===== src/rtl/sertx_pkg.sv =====
`timescale 1ns/1ps
package sertx_pkg;

  typedef enum logic [2:0] {
    ST_IDLE,
    ST_START,
    ST_DATA,
    ST_PAR,
    ST_STOP
  } tx_state_e;

  // Field order follows the control word, bit 6 down to bit 0.
  typedef struct packed {
    logic       brk;
    logic       stick;
    logic       even;
    logic       pen;
    logic       stop2;
    logic [1:0] wlen;
  } frame_ctl_t;

endpackage


===== src/rtl/sertx_rstsync.sv =====
`timescale 1ns/1ps
module sertx_rstsync (
  input  logic clk,
  input  logic rst_n,
  output logic rst_s_n
);

  logic [1:0] sync_q;

  always_ff @(posedge clk or negedge rst_n) begin
    if (!rst_n) sync_q <= 2'b00;
    else        sync_q <= {sync_q[0], 1'b1};
  end

  assign rst_s_n = sync_q[1];

endmodule


===== src/rtl/sertx_hold.sv =====
`timescale 1ns/1ps
module sertx_hold #(
  parameter int DW = 8
) (
  input  logic          clk,
  input  logic          rst_n,
  input  logic          wr,
  input  logic [DW-1:0] wdata,
  input  logic          take,
  output logic          full,
  output logic [DW-1:0] q
);

  logic          full_d;
  logic [DW-1:0] q_d;

  always_comb begin
    full_d = wr | (full & ~take);
    q_d    = wr ? wdata : q;
  end

  always_ff @(posedge clk or negedge rst_n) begin
    if (!rst_n) begin
      full <= 1'b0;
      q    <= '0;
    end else begin
      full <= full_d;
      q    <= q_d;
    end
  end

  assert_wr_sets_full_R7: assert property (@(posedge clk) disable iff (!rst_n)
    wr |=> full);
  assert_take_clears_full_R7: assert property (@(posedge clk) disable iff (!rst_n)
    (take && !wr) |=> !full);

endmodule


===== src/rtl/sertx_shift.sv =====
`timescale 1ns/1ps
module sertx_shift
  import sertx_pkg::*;
#(
  parameter int DW  = 8,
  parameter int OSR = 16
) (
  input  logic          clk,
  input  logic          rst_n,
  input  logic          tick,
  input  logic          hold_full,
  input  logic [DW-1:0] hold_q,
  input  logic [1:0]    wlen,
  input  logic          stop2,
  input  logic          pen,
  input  logic          even,
  input  logic          stick,
  output logic          take,
  output logic          line,
  output logic          idle
);

  localparam int CW = $clog2(2 * OSR);
  localparam int IW = $clog2(DW);
  localparam logic [CW-1:0] BIT_LAST   = CW'(OSR - 1);
  localparam logic [CW-1:0] STOP1_LAST = CW'(OSR - 1);
  localparam logic [CW-1:0] STOPH_LAST = CW'(OSR + OSR / 2 - 1);
  localparam logic [CW-1:0] STOP2_LAST = CW'(2 * OSR - 1);

  tx_state_e     state_q, state_d;
  logic [CW-1:0] cnt_q, cnt_d, stop_last_q, stop_last_d;
  logic [IW-1:0] bidx_q, bidx_d, last_q, last_d;
  logic [DW-1:0] sreg_q, sreg_d, dmask, dsel;
  logic          pen_q, pen_d, pbit_q, pbit_d, pcalc, stop_done;

  always_comb begin
    dmask = {DW{1'b1}} >> (2'd3 - wlen);
    dsel  = hold_q & dmask;
    pcalc = stick ? ~even : (even ? ^dsel : ~(^dsel));
  end

  always_comb begin
    state_d     = state_q;
    cnt_d       = cnt_q;
    bidx_d      = bidx_q;
    last_d      = last_q;
    sreg_d      = sreg_q;
    pen_d       = pen_q;
    pbit_d      = pbit_q;
    stop_last_d = stop_last_q;
    stop_done   = (state_q == ST_STOP) && tick && (cnt_q == stop_last_q);
    take        = 1'b0;
    unique case (state_q)
      ST_START: if (tick) begin
        if (cnt_q == BIT_LAST) begin
          cnt_d   = '0;
          bidx_d  = '0;
          state_d = ST_DATA;
        end else cnt_d = cnt_q + CW'(1);
      end
      ST_DATA: if (tick) begin
        if (cnt_q == BIT_LAST) begin
          cnt_d  = '0;
          sreg_d = sreg_q >> 1;
          if (bidx_q == last_q) state_d = pen_q ? ST_PAR : ST_STOP;
          else                  bidx_d  = bidx_q + IW'(1);
        end else cnt_d = cnt_q + CW'(1);
      end
      ST_PAR: if (tick) begin
        if (cnt_q == BIT_LAST) begin
          cnt_d   = '0;
          state_d = ST_STOP;
        end else cnt_d = cnt_q + CW'(1);
      end
      ST_STOP: if (tick) begin
        if (stop_done) begin
          cnt_d   = '0;
          state_d = ST_IDLE;
        end else cnt_d = cnt_q + CW'(1);
      end
      default: ;
    endcase
    // Load from the holding register when idle or exactly as the stop time ends.
    if (hold_full && (state_q == ST_IDLE || stop_done)) begin
      take    = 1'b1;
      state_d = ST_START;
      cnt_d   = '0;
      sreg_d  = hold_q;
      last_d  = IW'(DW - 4) + IW'(wlen);
      pen_d   = pen;
      pbit_d  = pcalc;
      if (!stop2)          stop_last_d = STOP1_LAST;
      else if (wlen == 2'd0) stop_last_d = STOPH_LAST;
      else                 stop_last_d = STOP2_LAST;
    end
  end

  always_ff @(posedge clk or negedge rst_n) begin
    if (!rst_n) begin
      state_q     <= ST_IDLE;
      cnt_q       <= '0;
      bidx_q      <= '0;
      last_q      <= '0;
      sreg_q      <= '0;
      pen_q       <= 1'b0;
      pbit_q      <= 1'b0;
      stop_last_q <= '0;
    end else begin
      state_q     <= state_d;
      cnt_q       <= cnt_d;
      bidx_q      <= bidx_d;
      last_q      <= last_d;
      sreg_q      <= sreg_d;
      pen_q       <= pen_d;
      pbit_q      <= pbit_d;
      stop_last_q <= stop_last_d;
    end
  end

  always_comb begin
    unique case (state_q)
      ST_START: line = 1'b0;
      ST_DATA:  line = sreg_q[0];
      ST_PAR:   line = pbit_q;
      default:  line = 1'b1;
    endcase
  end

  assign idle = (state_q == ST_IDLE);

  assert_start_after_load_R2: assert property (@(posedge clk) disable iff (!rst_n)
    take |=> (state_q == ST_START && cnt_q == '0));
  assert_bit_count_range_R5: assert property (@(posedge clk) disable iff (!rst_n)
    (state_q == ST_START || state_q == ST_DATA || state_q == ST_PAR) |-> (cnt_q < CW'(OSR)));

endmodule


===== src/rtl/sertx_top.sv =====
`timescale 1ns/1ps
module sertx_top
  import sertx_pkg::*;
#(
  parameter int DW  = 8,
  parameter int OSR = 16
) (
  input  logic          clk,
  input  logic          rst_n,
  input  logic          wr_stb,
  input  logic [DW-1:0] wr_data,
  input  logic          tick16,
  input  logic [6:0]    line_ctl,
  output logic          tx,
  output logic          hold_empty,
  output logic          xmit_empty
);

  logic          rst_s_n, full, take, line, idle;
  logic [DW-1:0] hold_q;
  frame_ctl_t    ctl_s;

  assign ctl_s = frame_ctl_t'(line_ctl);

  sertx_rstsync u_rst (
    .clk     (clk),
    .rst_n   (rst_n),
    .rst_s_n (rst_s_n)
  );

  sertx_hold #(.DW(DW)) u_hold (
    .clk   (clk),
    .rst_n (rst_s_n),
    .wr    (wr_stb),
    .wdata (wr_data),
    .take  (take),
    .full  (full),
    .q     (hold_q)
  );

  sertx_shift #(.DW(DW), .OSR(OSR)) u_shift (
    .clk       (clk),
    .rst_n     (rst_s_n),
    .tick      (tick16),
    .hold_full (full),
    .hold_q    (hold_q),
    .wlen      (ctl_s.wlen),
    .stop2     (ctl_s.stop2),
    .pen       (ctl_s.pen),
    .even      (ctl_s.even),
    .stick     (ctl_s.stick),
    .take      (take),
    .line      (line),
    .idle      (idle)
  );

  assign tx         = line & ~ctl_s.brk;
  assign hold_empty = ~full;
  assign xmit_empty = idle & ~full;

  assert_idle_line_high_R1: assert property (@(posedge clk) disable iff (!rst_s_n)
    (xmit_empty && !ctl_s.brk) |-> tx);
  assert_empty_implies_hold_R8: assert property (@(posedge clk) disable iff (!rst_s_n)
    xmit_empty |-> hold_empty);

endmodule


===== config.mk =====
export PLATFORM = sky130hd
export DESIGN_NAME = sertx_top
export DESIGN_NICKNAME = d
export VERILOG_FILES = /design/src/rtl/sertx_pkg.sv /design/src/rtl/sertx_rstsync.sv /design/src/rtl/sertx_hold.sv /design/src/rtl/sertx_shift.sv /design/src/rtl/sertx_top.sv
export SDC_FILE = /design/constraint.sdc
export NUM_CORES = 1
export LEC_CHECK = 0
export ABC_AREA = 1
export ABC_CLOCK_PERIOD_IN_PS = 1300
export BUFFER_PORTS_ARGS = -buffer_cell sky130_fd_sc_hd__buf_4
export CAP_MARGIN = 30
export CORE_MARGIN = 5
export CORE_UTILIZATION = 52
export CTS_CLUSTER_SIZE = 40
export DETAILED_ROUTE_END_ITERATION = 10
export GPL_ROUTABILITY_DRIVEN = 1
export PLACE_DENSITY = 0.75
export SYNTH_ARGS = -nofsm -noshare
export SYNTH_HDL_FRONTEND = slang
export SYNTH_SLANG_ARGS = --single-unit

===== constraint.sdc =====
create_clock -name clk -period 1.3 [get_ports clk]
set_clock_uncertainty 0.2 [all_clocks]
set_input_delay 0.065 -clock clk [delete_from_list [all_inputs] [get_ports clk]]
set_output_delay 0.065 -clock clk [all_outputs]
set_load 0.01 [all_outputs]

; ---- After elaboration in Yosys (flattened, before gate mapping)
; Cells that the tools add are included.
[op_classes]
shifts = 1
add_sub_neg = 4
reduce_logical = 18
eq_ne = 22
bitwise_logic = 10
mux = 34
[op_table]
columns = operator, count
row1 = two-way mux 3 bit, 16
row2 = two-way mux 8 bit, 4
row3 = two-way mux 5 bit, 6
row4 = "!= test 3 x 1 -> 1 bit, second input constant", 5
row5 = "!= test 3 x 2 -> 1 bit, second input constant", 4
row6 = one-hot mux 3 bit (4 select lines), 1
row7 = one-hot mux 5 bit (2 select lines), 1
row8 = AND reduction 10 bit, 1
row9 = bitwise AND 8 bit, 1
row10 = nonzero test 2 bit, 4
row11 = parity 8 bit, 1
row12 = "right shift 8 x 2 -> 8 bit, first input constant", 1
row13 = "equality test 3 x 2 -> 1 bit, second input constant", 2
row14 = "!= test 2 bit, second input constant", 3
row15 = one-hot mux 3 bit (2 select lines), 1
row16 = AND reduction 3 bit, 2
row17 = AND reduction 6 bit, 1
row18 = "adder 5 x 1 -> 5 bit, second input constant", 1
row19 = "equality test 5 x 4 -> 1 bit, second input constant", 1
row20 = equality test 5 bit, 1
row21 = inverter 1 bit, 5
row22 = nonzero test 5 bit, 1
row23 = two-way mux 4 bit, 1
row24 = "!= test 2 x 1 -> 1 bit, second input constant", 2
row25 = other kinds (17), 23
[totals]
regBits = 40
inputBits = 19
out_inout_bits = 3

; ---- Depth between registers and ports, before layout
[logic_depth]
word_depth = 9
mapped_depth = 11
ltp_nobuf = 11

; ---- Hierarchy
; Synthesis repeated with hierarchy kept, for this count alone.
[unflattened]
hier_cells = 268
hier_area_um2 = 2102.0
[modules_own_cells]
columns = mod, n_inst, cells_per_inst, seq_area_each_um2, area_per_inst_um2
row1 = sertx_shift, 1, 222, 650.6, 1682.9
row2 = sertx_hold, 1, 38, 225.2, 341.6
row3 = sertx_rstsync, 1, 3, 50.0, 53.8
row4 = sertx_top, 1, 5, 0.0, 23.8

; ---- Worst setup path after synthesis
; Ideal clock, no wire load.
[synth_timing]
path_kind = flip-flop to flip-flop
from = register u_shift.cnt_q[1]
to = register u_shift.bidx_q[0]
path_stages_with_launch = 11
setup_ps = 119
period_less_slack_ps = 1901
required_ps = 981
setup_slack_ps = -601
arrival_ps = 1582
path_cell_list = dfrtp_1 -> ha_1 -> nand2_1 -> nor2_1 -> ha_1 -> nand2_1 -> a211oi_1 -> o21ai_1 -> inv_1 -> o21ai_1 -> o21a_1
[synth_between]
elab_chain_len = 3
[synth_lines]
columns = item, line
row1 = "start, declared", sertx_shift.sv:31  ; logic [CW-1:0] cnt_q, cnt_d, stop_last_q, stop_last_d;
row2 = "start signal, assigned", sertx_shift.sv:110  ; cnt_q <= cnt_d;
row3 = equality test 5 x 4 -> 1 bit (*), "sertx_shift.sv:55, sertx_shift.sv:62"
row4 = != test 2 x 1 -> 1 bit (no line), -
row5 = AND reduction 6 bit (no line) (*), -
row6 = "end signal, assigned", sertx_shift.sv:111  ; bidx_q <= bidx_d;
row7 = "end, declared", sertx_shift.sv:32  ; logic [IW-1:0] bidx_q, bidx_d, last_q, last_d;
; Mark *: on every way between the ends. The rest lies on a longest branch, timed or not.
; A chain may end at the register's enable or synchronous reset.

; ---- Worst setup path after layout
[layout_timing]
from = register u_shift.cnt_q[1]
to = register u_shift.bidx_q[1]
; Same word-level chain as after synthesis.

==> flow_metrics.tcl <==
set metrics [dict create \
    outcome "finished with violations" \
    violations "setup timing" \
    cap_violations 0 \
    fin_nets 379 \
    stdcell_count 405 \
    ant_nets 0 \
    crit_required_ns 1.32 \
    p_leak_nw 1.646 \
    setup_viol 30 \
    critical_path_class "reg2reg" \
    yosysMostFrequentCell "nand2_1" \
    syn-mean-instance-area_um2 7.968 \
    track_usage 0.2611 \
    yosysSeqAreaShare 0.4504 \
    synth_warnings 0 \
    cts_buffer_depth 2 \
    tritoncts "done" \
    drv_slew 0 \
    antenna_found_initial 0 \
    post-route-drc-count 0 \
    layout_setup_ws_ns -0.5898 \
    io_buffers 21 \
    synth_area_leader_cell "dfrtp_1" \
    grt_remaining_overflow 0 \
    syn-num-nets 281 \
    drtPass1Iterations 4 \
    busiest_layer "met2" \
    use_met3 0.05234 \
    routed_via_density 5.415 \
    die_h_um 72.88 \
    fmax_mhz 529.2 \
    first_iter_violations 155 \
    syn_inst 258 \
    rows 22 \
    wl_per_cell_um 16.97 \
    grt_max_degree 36 \
    ys_top_cells_by_count "nand2_1, dfrtp_1, inv_1, nand3_1, nor2_1" \
    cp.arrival_ns 1.91 \
    cp_max_fo 6 \
    use_met1 0.3046 \
    hold_slack_ns 0.03743 \
    grt_pass1_vias 2298 \
    final-hold-violation-count 0 \
    ioPinCount 22 \
    async_flop_share 1.000 \
    initial_utilization 0.5491 \
    synth_edf_count 0 \
    place_congestion 0.7815 \
    hold_path_class "reg2async" \
    place_inst 368 \
    synth-seq-cells 37 \
    synth.distinct_cells 33 \
    clk_latency_ns 0.31 \
    peakVddDrop_mv 1.593 \
    cts_sinks 37 \
    p_per_area_nw_per_um2 2122 \
    root_buffer "clkbuf_8" \
    core_area_um2 3744 \
    hpwl_mm 3.485 \
    power_mw 6.999 \
    cts_made_buffers 5 \
    worstRegToRegCells 10 \
    die_area_um2 5311 \
    rsz0062_at_grt "yes" \
    grt_pass1_wl_mm 10.48 \
    min_period_ns 1.890 \
    antenna_cells 0 \
    crit_path_end_kind "flip-flop" \
    wl_mm 6.873 \
    finish.utilization 0.8810 \
    synthTopCellsByArea "dfrtp_1, nand2_1, inv_1" \
    synth.top_cell.area_share 0.4504 \
    yosys_most_used_dff "dfrtp_1" \
    fin_crit_sh 1.454 \
    clk_pin_slew_ns 0.08 \
    cts.htree.levels 2 \
    drive_gt1_frac 0.4286 \
    met2_usage 0.4479 \
    die_w_um 72.88 \
    area_growth_pct 60.44 \
    netlist_area_um2 2056 \
    num_vias 2193 \
    start_kind "flip-flop" \
]
[layout by cell type, fill, tap and decap left out, types with 2 or more instances in the layout]
| cell type | n |
|---|---|
| a21oi_1 | 2 |
| buf_4 | 64 |
| buf_6 | 11 |
| bufinv_16 | 2 |
| clkbuf_8 | 5 |
| dfrtp_1 | 33 |
| dfrtp_2 | 4 |
| dlygate4sd3_1 | 17 |
| ha_2 | 2 |
| inv_1 | 27 |
| inv_2 | 8 |
| inv_4 | 3 |
| mux2_2 | 5 |
| nand2_1 | 62 |
| nand2_2 | 5 |
| nand2_4 | 4 |
| nand2_8 | 6 |
| nand3_1 | 14 |
| nand3_2 | 4 |
| nand4_1 | 10 |
| nor2_1 | 12 |
| nor2_2 | 2 |
| nor2_4 | 8 |
| nor3_2 | 2 |
| o21ai_0 | 4 |
| o21ai_1 | 9 |
| o21ai_2 | 6 |
| o22ai_2 | 3 |
| xnor2_1 | 3 |
| xor2_1 | 4 |
[cell families (layout without fill, tap and decap cells)]
logic type,Yosys count,after routing,synth area share
XOR/XNOR,7,7,0.02982
buffers and inverters,43,140,0.08338
AO/OA/AOI/OAI,31,31,0.08521
flip-flops,37,37,0.4504
AND/OR/NAND/NOR,130,132,0.2976
multiplexers,5,5,0.02739
adder cells (fa/ha/maj),4,4,0.02435
other,1,1,0.001824
[area by class of cell]
class                   count  area, um^2
well taps                  48       60.06
repair buffers             93       794.5
multi-input cells         180        1212
flip-flops and latches     37       930.9
inverters                  39       166.4
fillers                   182       445.4
clock buffers               5       68.82
clock inverters             3       65.06
[timing repair]
| action | 4_1_cts | 5_1_grt |
|---|---|---|
| pin swaps | 19 | 14 |
| gates cloned | 2 | 0 |
| resized for setup | 36 | 25 |
| hold buffers | 17 | 0 |
| setup endpoints to repair | 30 | 30 |
| hold endpoints to repair | 17 | 0 |
| buffers inserted | 8 | 3 |
[state kept, by name, indices dropped and copies added (netlist names)]
| signal | flops |
|---|---|
| u_shift.pen_q | 1 |
| u_shift.bidx_q | 3 |
| u_shift.stop_last_q | 3 |
| u_hold.q | 8 |
| u_shift.last_q | 2 |
| u_shift.sreg_q | 8 |
| u_shift.cnt_q | 5 |
| u_shift.state_q | 3 |
| u_hold.full | 1 |
| u_shift.pbit_q | 1 |
| u_rst.sync_q | 2 |
[path summary, 6_finish.rpt]
path / startpoint / endpoint / slack [ns]
min in group clk: tick16 / u_shift.cnt_q[3] / 0.08
worst min register to register: u_rst.sync_q[1] / u_shift.sreg_q[2] / 0.04
worst max register to register: u_shift.cnt_q[1] / u_shift.bidx_q[1] / -0.59
worst min-delay path: u_rst.sync_q[1] / u_shift.sreg_q[2] / 0.04
worst max-delay path: u_shift.cnt_q[1] / u_shift.bidx_q[1] / -0.59
max in group asynchronous: rst_n / u_rst.sync_q[1] / 0.32
[layer usage]
metal  share of wire  wire (um)
met5               0          0
met4           0.043        298
met3           0.050        344
met2            0.52       3608
met1            0.38       2621
[critical path, cell delays in order, from the launching register on]
cell,delay (ns)
dfrtp_1,0.36
ha_2,0.19
nand2_2,0.06
nor2_4,0.14
ha_4,0.17
nand2_4,0.06
a211oi_2,0.15
o21ai_1,0.11
inv_2,0.14
nand3_1,0.11
o21ai_1,0.12
[through the flow]
stage	area (um^2)	setup slack, ns	setup TNS [ns]
floorplan	2130	-0.5658	-10.20
global placement	2666	-0.5703	-12.19
detailed placement	2666	-0.6301	-13.43
CTS	3192	-0.4845	-11.73
global route	3298	-0.7400	-16.12
finish	3298	-0.5898	-13.21
[power breakdown]
part	internal [mW]	switching, mW	total [mW]
Combinational	1.74	2.21	3.95
Sequential	1.53	0.309	1.84
Clock	0.762	0.452	1.21
(Power assumes the default switching activity.)
